**src/rtl/dtg_pkg.sv**
```systemverilog
package dtg_pkg;

    localparam int CODE_W   = 4;
    localparam int REG_W    = 8;
    localparam int MAX_STEP = 14;
    localparam logic [CODE_W-1:0] RESERVED_CODE = '1;

    typedef enum logic [1:0] {
        ST_IDLE     = 2'd0,
        ST_COUNTING = 2'd1,
        ST_EXPIRED  = 2'd2
    } dtg_state_e;

    // Exponent step above the base for a given code; reserved maps to the top
    function automatic int step_of(input logic [CODE_W-1:0] code);
        if (code == RESERVED_CODE) return MAX_STEP;
        return int'(code);
    endfunction

endpackage

```
**src/rtl/dtg_ctrl_reg.sv**
```systemverilog
module dtg_ctrl_reg
    import dtg_pkg::*;
#(
    parameter int DATA_W  = REG_W,
    parameter int FIELD_W = CODE_W
) (
    input  logic              clk,
    input  logic              rst_n,
    input  logic              wr_en,
    input  logic [DATA_W-1:0] wr_data,
    output logic [DATA_W-1:0] rd_data,
    output logic [FIELD_W-1:0] code
);

    localparam int PAD_W = DATA_W - FIELD_W;

    logic [FIELD_W-1:0] code_q;

    always_ff @(posedge clk) begin
        if (!rst_n) begin
            code_q <= '0;
        end else if (wr_en) begin
            code_q <= wr_data[FIELD_W-1:0];
        end
    end

    generate
        if (PAD_W > 0) begin : g_pad
            assign rd_data = {{PAD_W{1'b0}}, code_q};
        end else begin : g_nopad
            assign rd_data = code_q;
        end
    endgenerate

    assign code = code_q;

endmodule

```
**src/rtl/dtg_interval_cnt.sv**
```systemverilog
module dtg_interval_cnt
    import dtg_pkg::*;
#(
    parameter int BASE_EXP = 13,
    parameter int CNT_W    = BASE_EXP + MAX_STEP + 1
) (
    input  logic              clk,
    input  logic              rst_n,
    input  logic              clr,
    input  logic              load,
    input  logic [CODE_W-1:0] code_in,
    input  logic              run,
    input  logic              tick_en,
    output logic [CNT_W-1:0]  cnt_o,
    output logic [CODE_W-1:0] code_o,
    output logic              hit_o
);

    logic [CNT_W-1:0]  cnt_q;
    logic [CODE_W-1:0] code_q;
    logic [CNT_W-1:0]  limit_m1;
    int                shift;

    always_comb begin
        shift    = BASE_EXP + step_of(code_q);
        limit_m1 = (CNT_W'(1) << shift) - CNT_W'(1);
    end

    assign hit_o = run && tick_en && (cnt_q == limit_m1);

    always_ff @(posedge clk) begin
        if (!rst_n) begin
            cnt_q  <= '0;
            code_q <= '0;
        end else begin
            if (load) begin
                code_q <= code_in;
            end
            if (clr) begin
                cnt_q <= '0;
            end else if (run && tick_en && !hit_o) begin
                cnt_q <= cnt_q + CNT_W'(1);
            end
        end
    end

    assign cnt_o  = cnt_q;
    assign code_o = code_q;

endmodule

```
**src/rtl/dtg_seq_fsm.sv**
```systemverilog
module dtg_seq_fsm
    import dtg_pkg::*;
(
    input  logic       clk,
    input  logic       rst_n,
    input  logic       start,
    input  logic       stop,
    input  logic       sw_rst,
    input  logic       hit,
    output dtg_state_e state_o,
    output logic       cnt_clr,
    output logic       code_load,
    output logic       cnt_run,
    output logic       busy,
    output logic       expire_evt
);

    dtg_state_e state_q, state_d;

    // State register
    always_ff @(posedge clk) begin
        if (!rst_n) begin
            state_q <= ST_IDLE;
        end else begin
            state_q <= state_d;
        end
    end

    // Next-state selection; software reset outranks start, start outranks stop
    always_comb begin
        state_d = state_q;
        if (sw_rst) begin
            state_d = ST_IDLE;
        end else if (start) begin
            state_d = ST_COUNTING;
        end else begin
            unique case (state_q)
                ST_IDLE:     state_d = ST_IDLE;
                ST_COUNTING: begin
                    if (stop)     state_d = ST_IDLE;
                    else if (hit) state_d = ST_EXPIRED;
                end
                ST_EXPIRED:  if (stop) state_d = ST_IDLE;
                default:     state_d = ST_IDLE;
            endcase
        end
    end

    // Outputs
    always_comb begin
        cnt_clr    = start || stop || sw_rst;
        code_load  = start && !sw_rst;
        cnt_run    = 1'b0;
        busy       = 1'b0;
        expire_evt = 1'b0;
        unique case (state_q)
            ST_IDLE:     ;
            ST_COUNTING: begin
                cnt_run    = 1'b1;
                busy       = 1'b1;
                expire_evt = hit && !start && !stop && !sw_rst;
            end
            ST_EXPIRED:  ;
            default:     ;
        endcase
    end

    assign state_o = state_q;

endmodule

```
**src/rtl/dat_timeout_guard.sv**
```systemverilog
module dat_timeout_guard
    import dtg_pkg::*;
#(
    parameter int BASE_EXP = 13,
    parameter int DATA_W   = REG_W
) (
    input  logic              clk,
    input  logic              rst_n,
    input  logic              tick_en,
    input  logic              reg_wr_en,
    input  logic [DATA_W-1:0] reg_wr_data,
    output logic [DATA_W-1:0] reg_rd_data,
    input  logic              wait_start,
    input  logic              wait_stop,
    input  logic              dat_sw_rst,
    input  logic              stat_en,
    input  logic              stat_clr,
    output logic              busy,
    output logic              timeout_err
);

    localparam int CNT_W = BASE_EXP + MAX_STEP + 1;

    logic [CODE_W-1:0] reg_code;
    logic [CODE_W-1:0] code_lat;
    logic [CNT_W-1:0]  cnt;
    logic              hit;
    logic              cnt_clr;
    logic              code_load;
    logic              cnt_run;
    logic              expire_evt;
    logic              err_q;
    dtg_state_e        state;

    dtg_ctrl_reg #(
        .DATA_W  (DATA_W),
        .FIELD_W (CODE_W)
    ) u_reg (
        .clk     (clk),
        .rst_n   (rst_n),
        .wr_en   (reg_wr_en),
        .wr_data (reg_wr_data),
        .rd_data (reg_rd_data),
        .code    (reg_code)
    );

    dtg_interval_cnt #(
        .BASE_EXP (BASE_EXP),
        .CNT_W    (CNT_W)
    ) u_cnt (
        .clk     (clk),
        .rst_n   (rst_n),
        .clr     (cnt_clr),
        .load    (code_load),
        .code_in (reg_code),
        .run     (cnt_run),
        .tick_en (tick_en),
        .cnt_o   (cnt),
        .code_o  (code_lat),
        .hit_o   (hit)
    );

    dtg_seq_fsm u_fsm (
        .clk        (clk),
        .rst_n      (rst_n),
        .start      (wait_start),
        .stop       (wait_stop),
        .sw_rst     (dat_sw_rst),
        .hit        (hit),
        .state_o    (state),
        .cnt_clr    (cnt_clr),
        .code_load  (code_load),
        .cnt_run    (cnt_run),
        .busy       (busy),
        .expire_evt (expire_evt)
    );

    // Sticky status flag: masked set, write-one clear, set wins a tie
    always_ff @(posedge clk) begin
        if (!rst_n || dat_sw_rst) begin
            err_q <= 1'b0;
        end else if (expire_evt && stat_en) begin
            err_q <= 1'b1;
        end else if (stat_clr) begin
            err_q <= 1'b0;
        end
    end

    assign timeout_err = err_q;

endmodule

```
**config.mk**
```make
export PLATFORM = sky130hd
export DESIGN_NAME = dat_timeout_guard
export DESIGN_NICKNAME = d
export VERILOG_FILES = /design/src/rtl/dtg_pkg.sv /design/src/rtl/dtg_ctrl_reg.sv /design/src/rtl/dtg_interval_cnt.sv /design/src/rtl/dtg_seq_fsm.sv /design/src/rtl/dat_timeout_guard.sv
export SDC_FILE = /design/constraint.sdc
export NUM_CORES = 1
export LEC_CHECK = 0
export CAP_MARGIN = 25
export CORE_ASPECT_RATIO = 0.5
export CORE_MARGIN = 2
export CORE_UTILIZATION = 30
export CTS_BUF_LIST = sky130_fd_sc_hd__clkbuf_2 sky130_fd_sc_hd__clkbuf_4 sky130_fd_sc_hd__clkbuf_8
export DETAILED_ROUTE_END_ITERATION = 8
export PLACE_DENSITY = 0.46
export SYNTH_ARGS = -nofsm -noshare
export SYNTH_HDL_FRONTEND = slang
export SYNTH_SLANG_ARGS = --single-unit
```
**constraint.sdc**
```tcl
create_clock -name clk -period 4.6 [get_ports clk]
set_input_delay 0.92 -clock clk [delete_from_list [all_inputs] [get_ports clk]]
set_output_delay 0.92 -clock clk [all_outputs]
set_load 0.05 [all_outputs]
```
# Word level (Yosys, flattened, before mapping)
# Index checks and enable logic that the tools add are counted.
# op_classes
n_eq_ne	8
bitwise_logic	1
n_div	0
reduce_logical	22
shifts	1
add_sub_neg	3
multipliers	0
order_cmp	0
mux	12
# op_table
operator	count
$shl 1x32->28 const A	1
$add 28x1->28 const B	1
$eq 28x28->1	1
$sub 28x2->28 const B	1
$logic_and 1x1->1	8
$mux 4	2
$mux 1	6
$mux 2	3
$ne 3x3->1 const B	2
$add 4x4->5 const A	1
$logic_not 1->1	5
$eq 4x4->1 const B	1
$ne 4x4->1 const B	1
$pmux 2 s2	1
$reduce_and 2->1	2
$reduce_or 2->1	2
$logic_or 1x1->1	3
$reduce_or 3->1	1
$eq 2x1->1 const B	1
$eq 2x2->1 const B	1
$ne 2x2->1 const B	1
$reduce_bool 2->1	1
$not 1->1	1
# word_totals
reg_bits	39
mem_bits_rw	0
rom_bits	0
out_inout_bits	10
inputBits	17
wordCells	53
mem_count	0
latchBits	0

# Longest topological paths before layout
# Gate-level depths: netlist of run 1.
# depth
word_depth	14
ltp_mapped	12
mapped_depth_nobuf	8

# Cells and area by module
# Synthesis of run 1 repeated with hierarchy kept, for this count alone.
# unflattened
cells_unflattened	353
hier_area_um2	2742.6
# modules_own_cells
module	n_inst	cells_each	area_each_um2	seq_area_each_um2
dtg_interval_cnt	1	312	2351.0	640.6
dtg_ctrl_reg	1	22	220.2	80.1
dtg_seq_fsm	1	14	126.4	40.0
dat_timeout_guard	1	5	45.0	20.0

# Least setup slack after synthesis of run 1
# OpenSTA, ideal clock, no wires.
# synth_timing
path_type	reg-to-reg
startpoint	register u_fsm.state_q[0], in the netlist u_fsm.state_o[0]
endpoint	register u_cnt.cnt_q[26], in the netlist u_cnt.cnt_o[26]
period_less_slack_ns	2.667
setup_ns	0.070
required_time_ns	4.530
slack_ns	1.933
arrival_time_ns	2.597
n_path_buf	1
path_stages_with_launch	8
path_cell_list	dfxtp_1 nor2b_1 and2_1 clkbuf_1 nand3_1 nand2b_1 or4_1 a21oi_1
# synth_via
elab_chain_len	6
# synth_lines
element	line	text
start: declaration	dtg_seq_fsm.sv:18	dtg_state_e state_q, state_d;
start signal: assignment	dtg_seq_fsm.sv:25	state_q <= state_d;
$eq 2x1->1 *	--	
$mux 1 *	--	
via busy	dat_timeout_guard.sv:18	output logic busy,
$logic_and 1x1->1 *	dtg_interval_cnt.sv:29, dtg_interval_cnt.sv:41	
$logic_and 1x1->1	dtg_interval_cnt.sv:29	assign hit_o = run && tick_en && (cnt_q == limit_m1);
$logic_not 1->1	dtg_interval_cnt.sv:41	end else if (run && tick_en && !hit_o) begin
$logic_and 1x1->1 *	dtg_interval_cnt.sv:41	
end signal: assignment	dtg_interval_cnt.sv:42	cnt_q <= cnt_q + CNT_W'(1);
end: declaration	dtg_interval_cnt.sv:19	logic [CNT_W-1:0] cnt_q;
# Mark *: on every way through the listed nets, which the timed path passes. The rest lies on a longest branch.
# A chain may end at the register's enable or synchronous reset.

# Final worst setup path of run 1
# layout_timing
startpoint	input port tick_en
endpoint	register u_cnt.cnt_q[25], in the netlist u_cnt.cnt_o[25]
# layout_via
elab_chain_len	4
# layout_lines
element	line	text
start: declaration	dat_timeout_guard.sv:9	input logic tick_en,
$logic_and 1x1->1 *	dtg_interval_cnt.sv:29, dtg_interval_cnt.sv:41	
$logic_and 1x1->1	dtg_interval_cnt.sv:29	
$logic_not 1->1	dtg_interval_cnt.sv:41	
$logic_and 1x1->1 *	dtg_interval_cnt.sv:41	
# Every way passes the cells marked *; elsewhere a longest branch is shown, timed or not.

==> summary.txt, run 1 <==
=================================================================================
Highest clock rate                                                      0.354 GHz
Drt total wl                                                              6.22 mm
Post-synth EDFFs                                                                0
Crit-path cells                                                      clkdlybuf4s50_1, and2_1, nand4_1, buf_4, or4_1, a21oi_1
Number of buffers created by CTS                                                5
Startpoint type of the worst setup path                                 input pin
Number of buffers inserted to repair setup after CTS                            0
Post-cts hold buffer count                                                      0
Post-synthesis instance area                                             2480 µm²
Power density of the placed cells                                      257 nW/µm²
Status                                                               complete, no violations
Layout-stage area growth over the synthesis result                          13.2%
Vertical die dimension                                                    68.3 µm
Remaining antenna violation count after routing                                 0
Final period demand of the worst path                                     2.82 ns
Critical Path Sink Type                                                 flip-flop
Gate count of the mapped netlist                                              313
Clk Latency, worst-skew pair                                              0.30 ns
Pins over their slew limit                                                      0
Number of nets at the end of the flow                                         337
Antenna diode count                                                             0
Area share of xor/xnor cells in the synthesized design                      1.41%
Average footprint of a synthesized cell                                  7.91 µm²
Critical-path maximum fanout                                                   20
Yosys synthesis warning count                                                   0
# rows                                                                         23
Net Switching                                                          0.000174 W
Part of the total power dissipated in the clock network                     43.3%
Cell class contributing the biggest share of worst-path delay        simple AND/OR/NAND/NOR gates
Number of H-tree levels                                                         2
Required time of the critical path                                        4.83 ns
Share of layout cells above drive strength 1                                5.33%
Half-perimeter wire length of the detailed placement result               4.38 mm
Register bit total from synthesis                                              39
Share of synthesized flip-flops with an asynchronous set or reset              0%
Hold WC Path Type                                                      reg -> reg
Routed length per instance                                                14.4 µm
Max-cap violations                                                              0
Number of sinks driven by the clock tree                                       39
Cell with the largest stage delay on the worst path                  sky130_fd_sc_hd__or4_1
Initial antenna violation count                                                 0
Multiplexer share of the synthesized area                                   5.30%
Slew @ Worst Pin                                                         0.594 ns
Count of filler cells inserted in the layout                                  873
Finished Core Util                                                          35.0%
Vias in the first global route                                               2015
Internal power component                                               0.000545 W
Register clock-pin slew on the reported worst setup and hold paths        0.09 ns
Summed negative setup slack over all endpoints                               0 ns
Post-synth cell types                                                          49
Final weighted congestion in routability-driven placement                   0.802
Unrepaired setup endpoints after global routing                                no
Post-DR vias/cell                                                            5.37
Compound-cell area share of the yosys netlist                               17.6%
PostCTS Resize Cnt                                                              0
Main synth FF type                                                   sky130_fd_sc_hd__dfxtp_1
Net Sw Frac                                                                 24.2%
Main combinational cell family by area after synthesis               simple AND/OR/NAND/NOR gates
Sum of overflow across all layers after global routing                          0
Die Outline Area                                                         9040 µm²
Leakage Power                                                            0.839 nW
Fraction of power consumed by combinational cells                            8.5%
Classification of the worst setup path                                  in -> reg
Horiz. Die Dim                                                             133 µm
Starting density of the core                                                31.0%
TritonRoute pass-1 iters                                                        7
Post-route fraction of the period consumed by the critical path             61.3%
Residual DRC                                                                    0
Worst setup skew after layout                                          0.00877 ns
Arrival time of data at the critical path endpoint                        3.05 ns
Drt initial violations                                                        118
Count of final hold-check violations                                            0
Number of setup violations in the final report                                  0
Port Buffer Count                                                              18
Largest net degree at the start of global routing                              54
Critical path buffer and inverter count                                         2
Buffer levels on the longest clock path                                         2
Post-synthesis sequential area ratio                                        31.5%
Global routing usage summed across all routing layers                       14.3%
Headroom to the max-slew limit                                              60.3%
TritonCTS clock tree                                                        built
Wire length of the first global-routing pass                              10.2 mm
Total vias in the final route                                                2316
Core region area                                                         8000 µm²
Master cell of the clock root buffer                                 sky130_fd_sc_hd__clkbuf_8
Post-synthesis adder-cell area fraction                                     1.01%
Delay of the slowest cell on the worst path                               0.48 ns
Peak ir drop on the vdd network                                          0.110 mV
Register share of total power                                               48.1%
Ports                                                                          27
Post-Synth Simple-Gate Area                                                 36.1%
=================================================================================
-- per-stage QoR --
stage / total power, W / instances / instance area, µm² / setup slack (ns) / hold WS (ns)
3_3_place_gp: 0.000414 / 423 / 2680 / 1.56 / 0.459
6_report: 0.000719 / 431 / 2800 / 1.78 / 0.485
5_1_grt: 0.000748 / 431 / 2800 / 1.67 / 0.501
4_1_cts: 0.000728 / 431 / 2800 / 1.82 / 0.487
2_1_floorplan: 0.000397 / 317 / 2490 / 1.93 / 0.448
3_5_place_dp: 0.000415 / 423 / 2680 / 1.50 / 0.472
-- final timing paths --
kind / startpoint / slack, ns / cells after the start / endpoint
max: tick_en / 1.78 / 6 / u_cnt.cnt_o[25]
min: u_fsm.state_o[1] / 0.49 / 2 / u_fsm.state_o[1]
max reg2reg: u_cnt.code_o[3] / 1.88 / 7 / u_fsm.state_o[0]
min reg2reg: u_fsm.state_o[1] / 0.49 / 2 / u_fsm.state_o[1]
-- cells by family after synthesis --
family / after synthesis
AND/OR/NAND/NOR: 152
AO/OA/AOI/OAI: 70
flip-flops: 39
buffers and inverters: 31
multiplexers: 13
XOR/XNOR: 4
adder cells (fa/ha/maj): 2
other: 2
-- cell usage after synthesis (2+ instances only) --
cell type	number	share of area, %
sky130_fd_sc_hd__nand2_1	33	5.0
sky130_fd_sc_hd__dfxtp_1	39	32
sky130_fd_sc_hd__o211ai_1	2	0.61
sky130_fd_sc_hd__nor2_1	10	1.5
sky130_fd_sc_hd__nand3_1	12	2.4
sky130_fd_sc_hd__conb_1	2	0.30
sky130_fd_sc_hd__nor4_1	3	0.76
sky130_fd_sc_hd__a2111oi_0	2	0.71
sky130_fd_sc_hd__nand2b_1	10	2.5
sky130_fd_sc_hd__nor2b_1	14	3.5
sky130_fd_sc_hd__buf_2	4	0.81
sky130_fd_sc_hd__clkbuf_1	12	1.8
sky130_fd_sc_hd__mux2i_1	12	4.8
sky130_fd_sc_hd__o21ai_1	7	1.4
sky130_fd_sc_hd__and3_1	3	0.76
sky130_fd_sc_hd__and4_1	5	1.8
sky130_fd_sc_hd__buf_4	4	1.2
sky130_fd_sc_hd__buf_1	2	0.30
sky130_fd_sc_hd__nor4b_1	3	1.1
sky130_fd_sc_hd__nand3b_1	2	0.61
sky130_fd_sc_hd__or3_1	7	1.8
sky130_fd_sc_hd__ha_1	2	1.0
sky130_fd_sc_hd__o21ai_0	8	1.6
sky130_fd_sc_hd__xor2_1	4	1.4
sky130_fd_sc_hd__o31ai_1	16	4.8
sky130_fd_sc_hd__buf_6	4	1.8
sky130_fd_sc_hd__nand4_1	10	2.5
sky130_fd_sc_hd__nor3b_1	2	0.61
sky130_fd_sc_hd__or4_1	20	6.1
sky130_fd_sc_hd__and2_1	4	1.0
sky130_fd_sc_hd__nor3_1	5	1.0
sky130_fd_sc_hd__inv_1	4	0.61
sky130_fd_sc_hd__a21oi_1	26	5.3
sky130_fd_sc_hd__or4b_1	3	1.2
sky130_fd_sc_hd__or2_2	3	0.76
-- layout make-up --
type / instances / area, µm² / share of cell area, %
multi-input combinational: 247 / 1540 / 55.1
tap: 112 / 140 / 5.00
clock inverter: 2 / 38.8 / 1.38
clock buffer: 6 / 82.6 / 2.95
timing repair buffer: 21 / 203 / 7.23
inverter: 4 / 15.0 / 0.535
sequential: 39 / 781 / 27.8
-- worst reg2reg max path, delay by kind of cell (launching register included) --
family | cells | cell delay [ns]
compound gates | 3 | 0.71
flops | 1 | 0.48
simple gates | 3 | 1.24
xor+xnor | 1 | 0.19
-- state kept, by name, indices dropped and copies added, names as in the netlist --
register and flops:
timeout_err 1, u_cnt.code_o 4, u_cnt.cnt_o 28, u_reg.code 4, u_fsm.state_o 2
-- power by group through the flow --
| stage | sequential, W | combinational [W] | clock [W] |
|---|---|---|---|
| 2_1_floorplan | 0.000358 | 0.0000389 | 0 |
| 3_3_place_gp | 0.000354 | 0.0000602 | 0 |
| 3_5_place_dp | 0.000354 | 0.0000606 | 0 |
| 4_1_cts | 0.000346 | 0.0000609 | 0.000321 |
| 5_1_grt | 0.000347 | 0.0000665 | 0.000334 |
| 6_report | 0.000346 | 0.0000615 | 0.000312 |
-- per-layer routing --
layer | wire length, µm | up-vias | track usage, % | share of wire, %
met5 | 0 | - | 0 | 0
met4 | 79 | 0 | 4.70 | 1.3
met3 | 189 | 10 | 2.44 | 3.0
met2 | 2650 | 49 | 22.0 | 43
met1 | 3300 | 1081 | 20.3 | 53
li1 | - | 1176 | - | -
-- placed cells by master (no fill, tap or decap), types with 7 or more instances in the layout --
cell	netlist	routed
sky130_fd_sc_hd__nor2b_1	14	14
sky130_fd_sc_hd__or4_1	20	20
sky130_fd_sc_hd__nand4_1	10	10
sky130_fd_sc_hd__nand3_1	12	12
sky130_fd_sc_hd__a21oi_1	26	26
sky130_fd_sc_hd__nand2_1	33	33
sky130_fd_sc_hd__mux2i_1	12	12
sky130_fd_sc_hd__o31ai_1	16	16
sky130_fd_sc_hd__o21ai_1	7	7
sky130_fd_sc_hd__o21ai_0	8	8
sky130_fd_sc_hd__dfxtp_1	39	39
sky130_fd_sc_hd__clkdlybuf4s50_1	0	18
sky130_fd_sc_hd__or3_1	7	7
sky130_fd_sc_hd__nor2_1	10	10
sky130_fd_sc_hd__nand2b_1	10	10
Note: power is estimated with default switching activity, not from simulation.
==> run 2, diff against run 1 <==
--- a/config.mk
+++ b/config.mk
@@ -11,7 +11,7 @@
 export CORE_UTILIZATION = 30
 export CTS_BUF_LIST = sky130_fd_sc_hd__clkbuf_2 sky130_fd_sc_hd__clkbuf_4 sky130_fd_sc_hd__clkbuf_8
 export DETAILED_ROUTE_END_ITERATION = 8
-export PLACE_DENSITY = 0.46
+export PLACE_DENSITY = 0.47
 export SYNTH_ARGS = -nofsm -noshare
 export SYNTH_HDL_FRONTEND = slang
 export SYNTH_SLANG_ARGS = --single-unit
==> constraint.sdc (replaced) <==
create_clock -name clk -period 2.3 [get_ports clk]
set_input_delay 0.46 -clock clk [delete_from_list [all_inputs] [get_ports clk]]
set_output_delay 0.46 -clock clk [all_outputs]
set_load 0.05 [all_outputs]
==> run 2 against run 1 <==
Final area increased by 12%; wire length increased by 9.6%; clock-buffer cell count unchanged; die area unchanged; clock power increased by 42%; register-to-register slack got worse by 1.8 ns; sequential cell count unchanged; critical path depth increased by 3; non-clock buffer count increased by 34; first-iteration DRC count decreased by 16%; critical path type is now reg -> reg.
==> summary.txt, run 2 (synthesis gave the netlist of run 1 again) <==
==================================================================================
Slew @ Worst Pin                                                          0.514 ns   -0.0801 ns
TritonRoute pass-1 iters                                                         4   -3
Peak ir drop on the vdd network                                           0.185 mV   +68%
Number of H-tree levels                                                          2   unchanged
Gr busiest metal                                                              met2
Global routing usage summed across all routing layers                        15.2%   +0.97 points
Leakage Power                                                              1.02 nW   +22%
Unrepaired setup endpoints after global routing                                yes
Remaining antenna violation count after routing                                  0   unchanged
Max-cap violations                                                               0   unchanged
Count of final hold-check violations                                             0   unchanged
Number of nets at the end of the flow                                          371   +10%
Power density of the placed cells                                       405 nW/µm²   +58%
TritonCTS clock tree                                                         built
Flip-flop count of the largest register, all copies and words added             28   unchanged
Post-DR vias/cell                                                             5.20   -3.2%
Register clock-pin slew on the reported worst setup and hold paths         0.07 ns   -0.02 ns
Critical-path maximum fanout                                                    13   -35%
Part of the total power dissipated in the clock network                      34.8%   -8.5 points
PnR worst setup slack                                                    0.0935 ns   -1.68 ns
Global routing usage on met3                                                 2.00%   -0.44 points
Headroom to the max-slew limit                                               65.7%   +5.3 points
Required time of the critical path                                         2.48 ns   -2.35 ns
Horiz. Die Dim                                                              133 µm   unchanged
Buffer levels on the longest clock path                                          2   unchanged
Master cell of the clock root buffer                                  sky130_fd_sc_hd__clkbuf_8
Ports                                                                           27   unchanged
# rows                                                                          23   unchanged
Initial antenna violation count                                                  0   unchanged
Hold Path Origin                                                       timeout_err
Vias in the first global route                                                2229   +11%
Residual DRC                                                                     0   unchanged
R2R Path Start                                                        u_cnt.code_o[3]
Delay of the slowest cell on the worst path                                0.38 ns   -0.10 ns
Crit-path cells                                                       buf_4, or2_2, a211o_1, nand3_1, and3_1, and4_4, buf_12, nand2_1, a22o_1
Total vias in the final route                                                 2408   +4.0%
Antenna diode count                                                              0   unchanged
Critical Path Start                                                   u_cnt.code_o[3]
Met1 global-route usage                                                      21.2%   +0.86 points
Startpoint type of the worst setup path                                  flip-flop
Number of sinks driven by the clock tree                                        39   unchanged
Post-route fraction of the period consumed by the critical path              95.9%
Critical Path Sink Type                                                  flip-flop
Summed negative setup slack over all endpoints                                0 ns   unchanged
Starting density of the core                                                 31.0%   unchanged
Arrival time of data at the critical path endpoint                         2.38 ns   -0.67 ns
Wire length of the first global-routing pass                               11.0 mm   +7.4%
Port Buffer Count                                                               18   unchanged
Minimum hold slack                                                        0.481 ns   -0.00436 ns
Classification of the worst setup path                                  reg -> reg
Vertical die dimension                                                     68.3 µm   unchanged
Share of layout cells above drive strength 1                                 19.1%   +14 points
Drt total wl                                                               6.82 mm   +9.6%
Final period demand of the worst path                                      2.21 ns
Number of buffers created by CTS                                                 5   unchanged
Internal power component                                                0.000957 W   +75%
Met2 global-route usage                                                      25.3%   +3.4 points
Pins over their slew limit                                                       0   unchanged
Status                                                                complete, no violations
Leading cell types in the layout, fill and taps excluded              sky130_fd_sc_hd__nand2_1, sky130_fd_sc_hd__buf_4, sky130_fd_sc_hd__dfxtp_1
Sum of overflow across all layers after global routing                           0   unchanged
Core region area                                                          8000 µm²   unchanged
Half-perimeter wire length of the detailed placement result                4.95 mm   +13%
Worst setup skew after layout                                           0.00356 ns   -0.00520 ns
Highest clock rate                                                       0.453 GHz
Net Sw Frac                                                                  24.8%   +0.63 points
Cell with the largest stage delay on the worst path                   sky130_fd_sc_hd__dfxtp_4
Layout-stage area growth over the synthesis result                           26.8%
Place WS                                                                 -0.128 ns   -1.63 ns
Routed length per instance                                                 14.7 µm   +2.0%
Die Outline Area                                                          9040 µm²   unchanged
Register share of total power                                                54.2%   +6.1 points
Hold WC Path Type                                                       reg -> reg
Net Switching                                                           0.000316 W   +81%
Largest net degree at the start of global routing                               27   -50%
Drt initial violations                                                          99   -16%
Clk Latency, worst-skew pair                                               0.28 ns   -0.02 ns
Number of setup violations in the final report                                   0   unchanged
Fraction of power consumed by combinational cells                            11.0%   +2.5 points
Post-cts hold buffer count                                                       0   unchanged
Final weighted congestion in routability-driven placement                    0.800   -0.25%
==================================================================================
-- run 2: cell count changes in the layout (fill, tap and decap cells not counted), sizes merged --
cell,delta
inv,-1
bufinv,-1
clkbuf,+1
buf,+33
-- run 2: cell type report --
| type | count | area (µm²) |
|---|---|---|
| Sequential cell | 39 | 798 |
| Inverter | 4 | 15.0 |
| Multi-Input combinational cell | 247 | 1600 |
| Timing Repair Buffer | 55 | 513 |
| Clock buffer | 6 | 76.3 |
| Tap cell | 112 | 140 |
| Fill cell | 831 | 4860 |
-- run 2: metal layers --
| layer | vias to the layer above | share of wire (%) |
|---|---|---|
| li1 | 1229 | - |
| met1 | 1139 | 54 |
| met2 | 36 | 42 |
| met3 | 4 | 2.6 |
| met4 | 0 | 0.82 |
| met5 | - | 0 |
-- run 2: worst paths after layout --
check / end / slack [ns] / depth (start not counted)
max reg2reg: u_fsm.state_o[0] / 0.09 / 9
min: timeout_err / 0.48 / 2
max: u_fsm.state_o[0] / 0.09 / 9
min reg2reg: timeout_err / 0.48 / 2
-- run 2: critical path, delay by kind of cell, from the launching register on --
| family | cells | cell delay, ns |
|---|---|---|
| simple gates | 5 | 0.93 |
| buf+inv | 2 | 0.31 |
| flops | 1 | 0.38 |
| compound gates | 2 | 0.49 |
-- run 2: through the flow --
step                instances  area, µm²  power [W]  util [%]
floorplan                 317       2510   0.000795         -
CTS                       460       3040    0.00128      37.9
detailed placement        454       2950   0.000840      36.9
finish                    463       3140    0.00127      39.3
global placement          454       2950   0.000839      36.9
global route              463       3140    0.00133      39.3
-- run 2: power groups by stage --
stage          sequential, W  combinational (W)  clock, W
2_1_floorplan       0.000716          0.0000796         0
6_report            0.000689           0.000140  0.000443
3_5_place_dp        0.000708           0.000132         0
5_1_grt             0.000691           0.000152  0.000483
4_1_cts             0.000692           0.000133  0.000459
3_3_place_gp        0.000707           0.000131         0
-- run 2: timing repair --
action / 4_1_cts / 5_1_grt
cloned: 0 / 1
setup buffers: 0 / 2
gates resized for setup: 5 / 20
endpoints found under the setup margin: 31 / 31
==> run 3, diff against run 2 <==
--- a/config.mk
+++ b/config.mk
@@ -12,6 +12,7 @@
 export CTS_BUF_LIST = sky130_fd_sc_hd__clkbuf_2 sky130_fd_sc_hd__clkbuf_4 sky130_fd_sc_hd__clkbuf_8
 export DETAILED_ROUTE_END_ITERATION = 8
 export PLACE_DENSITY = 0.47
+export REMOVE_ABC_BUFFERS = 1
 export SYNTH_ARGS = -nofsm -noshare
 export SYNTH_HDL_FRONTEND = slang
 export SYNTH_SLANG_ARGS = --single-unit
==> run 3 against run 2 <==
Highest routed layer unchanged; critical path depth up 1; largest cell class unchanged; largest power group unchanged; sequential power about the same; combinational power about the same.
==> summary.txt, run 3 (synthesis gave the netlist of run 1 again) <==
==================================================================================
Status                                                                complete, no violations
Number of non-filler instances in the completed layout                         469   +1.3%
Drt total wl                                                               6.86 mm   +0.62%
Wire length of the first global-routing pass                               11.0 mm   +0.88%
Critical-path maximum fanout                                                    24   +11
Share of layout cells above drive strength 1                                 19.6%   +0.52 points
Sum of overflow across all layers after global routing                           0   unchanged
Met2 global-route usage                                                      25.0%   -0.32 points
Pins over their slew limit                                                       0   unchanged
Worst reg2reg path depth                                                        10   +1
Starting density of the core                                                 31.0%   unchanged
Post-route total power                                                   0.00132 W   +3.7%
Drt initial violations                                                         126   +27%
Final period demand of the worst path                                      2.26 ns   +0.0549 ns
Vias in the first global route                                                2245   +0.72%
Buffer levels on the longest clock path                                          2   unchanged
Remaining antenna violation count after routing                                  0   unchanged
Layout-stage area growth over the synthesis result                           28.0%
Total vias in the final route                                                 2445   +1.5%
Hold WC Path Type                                                       reg -> reg
Half-perimeter wire length of the detailed placement result                5.01 mm   +1.3%
Worst reg2reg setup slack                                                  0.04 ns   -0.05 ns
Post-route fraction of the period consumed by the critical path              98.3%   +2.4 points
Number of nets at the end of the flow                                          375   +1.1%
Minimum hold slack                                                        0.484 ns   +0.00345 ns
Global routing usage on met3                                                 3.63%   +1.6 points
Count of final hold-check violations                                             0   unchanged
Finished layout cell area                                                 3170 µm²   +0.96%
Antenna diode count                                                              0   unchanged
Number of setup violations in the final report                                   0   unchanged
Met1 global-route usage                                                      21.2%   +0.028 points
Core region area                                                          8000 µm²   unchanged
Max-cap violations                                                               0   unchanged
Post-cts hold buffer count                                                       0   unchanged
Most common library cell in the layout ignoring fill and taps         sky130_fd_sc_hd__buf_4
TritonCTS clock tree                                                         built
Headroom to the max-slew limit                                               64.8%   -0.83 points
Initial antenna violation count                                                  0   unchanged
TritonRoute pass-1 iters                                                         5   +1
Count of filler cells inserted in the layout                                   856   +3.0%
Number of buffers created by CTS                                                 5   unchanged
Area taken by flip-flops and latches                                       793 µm²   -0.63%
Horiz. Die Dim                                                              133 µm   unchanged
Number of H-tree levels                                                          2   unchanged
Ports                                                                           27   unchanged
Worst setup skew after layout                                           0.00728 ns   +0.00372 ns
Classification of the worst setup path                                  reg -> reg
Register clock-pin slew on the reported worst setup and hold paths         0.08 ns   about the same
Arrival time of data at the critical path endpoint                         2.45 ns   +0.07 ns
R2R Path Start                                                        u_cnt.code_o[1]
Multi-input combinational cell area                                       1600 µm²   about the same
Power density of the placed cells                                       416 nW/µm²   +2.7%
Startpoint type of the worst setup path                                  flip-flop
Gr busiest metal                                                              met2
Port Buffer Count                                                               18   unchanged
Largest net degree at the start of global routing                               25   -7.4%
Cell area reported after detailed placement                               2960 µm²   +0.30%
Post-DR vias/cell                                                             5.21   +0.24%
Global routing usage summed across all routing layers                        15.6%   +0.35 points
Peak ir drop on the vdd network                                           0.309 mV   +67%
Hold path endpoint                                                    u_fsm.state_o[1]
Slew @ Worst Pin                                                          0.527 ns   +0.0124 ns
# rows                                                                          23   unchanged
Hold Path Origin                                                      u_fsm.state_o[1]
Critical Path Sink Type                                                  flip-flop
Unrepaired setup endpoints after global routing                                yes
Leakage Power                                                              1.04 nW   +1.7%
Clk Latency, worst-skew pair                                               0.30 ns   +0.02 ns
Final weighted congestion in routability-driven placement                    0.765   -4.4%
Leading cell types in the layout, fill and taps excluded              sky130_fd_sc_hd__buf_4, sky130_fd_sc_hd__dfxtp_1, sky130_fd_sc_hd__nand2_1
Vertical die dimension                                                     68.3 µm   unchanged
Number of sinks driven by the clock tree                                        39   unchanged
Required time of the critical path                                         2.49 ns   about the same
Summed negative setup slack over all endpoints                                0 ns   unchanged
Residual DRC                                                                     0   unchanged
Highest clock rate                                                       0.442 GHz   -2.4%
Flip-flop count of the largest register, all copies and words added             28   unchanged
Placed Cells                                                                   457   +0.66%
R2r endpoint                                                          u_cnt.cnt_o[1]
Routed length per instance                                                 14.6 µm   -0.67%
Cell depth of the worst min-delay path                                           2   unchanged
Die Outline Area                                                          9040 µm²   unchanged
Master cell of the clock root buffer                                  sky130_fd_sc_hd__clkbuf_8
==================================================================================
run 3: cell types whose count changed in the layout (fill, tap and decap cells not counted), moves of 2 or more:
cell	change
sky130_fd_sc_hd__dfxtp_2	-4
sky130_fd_sc_hd__buf_4	+4
sky130_fd_sc_hd__nor3_2	-2
sky130_fd_sc_hd__o21ai_0	+2
sky130_fd_sc_hd__dfxtp_1	+4
run 3: through the flow:
step	utilization, %	setup WS [ns]
2_1_floorplan	-	-0.498
3_3_place_gp	37.0	0.00389
3_5_place_dp	37.0	0.0191
4_1_cts	38.2	0.0242
5_1_grt	39.6	-0.0632
6_report	39.6	0.0386
run 3: worst max-delay path, stage by stage (launching register included):
cell and delay (ns):
sky130_fd_sc_hd__dfxtp_4 0.38, sky130_fd_sc_hd__buf_4 0.16, sky130_fd_sc_hd__buf_4 0.15, sky130_fd_sc_hd__nor3b_2 0.15, sky130_fd_sc_hd__o21ai_0 0.10, sky130_fd_sc_hd__a2111oi_1 0.42, sky130_fd_sc_hd__and4_4 0.34, sky130_fd_sc_hd__buf_12 0.16
sky130_fd_sc_hd__buf_4 0.14, sky130_fd_sc_hd__nand3b_1 0.10, sky130_fd_sc_hd__a21oi_1 0.06
run 3: final cells by class:
class | count | area share [%]
tap | 112 | 4.42
timing repair buffer | 59 | 16.8
inverter | 4 | 0.473
sequential | 39 | 25.0
multi-input combinational | 247 | 50.5
clock inverter | 2 | 0.394
clock buffer | 6 | 2.41
run 3: how the worst max path moves through the flow:
stage	startpoint	slack [ns]	depth (start not counted)	end
after floorplan	u_fsm.state_o[0]	-0.50	5	u_cnt.cnt_o[13]
after global placement	u_cnt.code_o[3]	0.004	8	u_cnt.cnt_o[17]
after detailed placement	u_cnt.code_o[3]	0.02	8	u_cnt.cnt_o[27]
after CTS	u_cnt.code_o[1]	0.02	8	u_cnt.cnt_o[17]
after global routing	u_cnt.code_o[1]	-0.06	10	u_cnt.cnt_o[0]
final	u_cnt.code_o[1]	0.04	10	u_cnt.cnt_o[1]
run 3: where the power goes:
| part | total (W) | switching [W] | leakage (nW) | internal, W |
|---|---|---|---|---|
| Sequential | 0.000688 | 0.00000866 | 0.318 | 0.000679 |
| Clock | 0.000492 | 0.000268 | 0.0446 | 0.000224 |
| Combinational | 0.000141 | 0.0000776 | 0.680 | 0.0000629 |
run 3: routing by layer:
layer	routed length (µm)	part of all wire (%)
met1	3630	53
met2	2890	42
met4	95	1.4
met3	243	3.5
met5	0	0
run 3: what timing repair did:
action / in CTS / in global routing
cloned: 0 / 1
endpoints found under the setup margin: 5 / 26
buffers inserted: 0 / 3
pin swaps: 0 / 8
gates resized for setup: 3 / 19
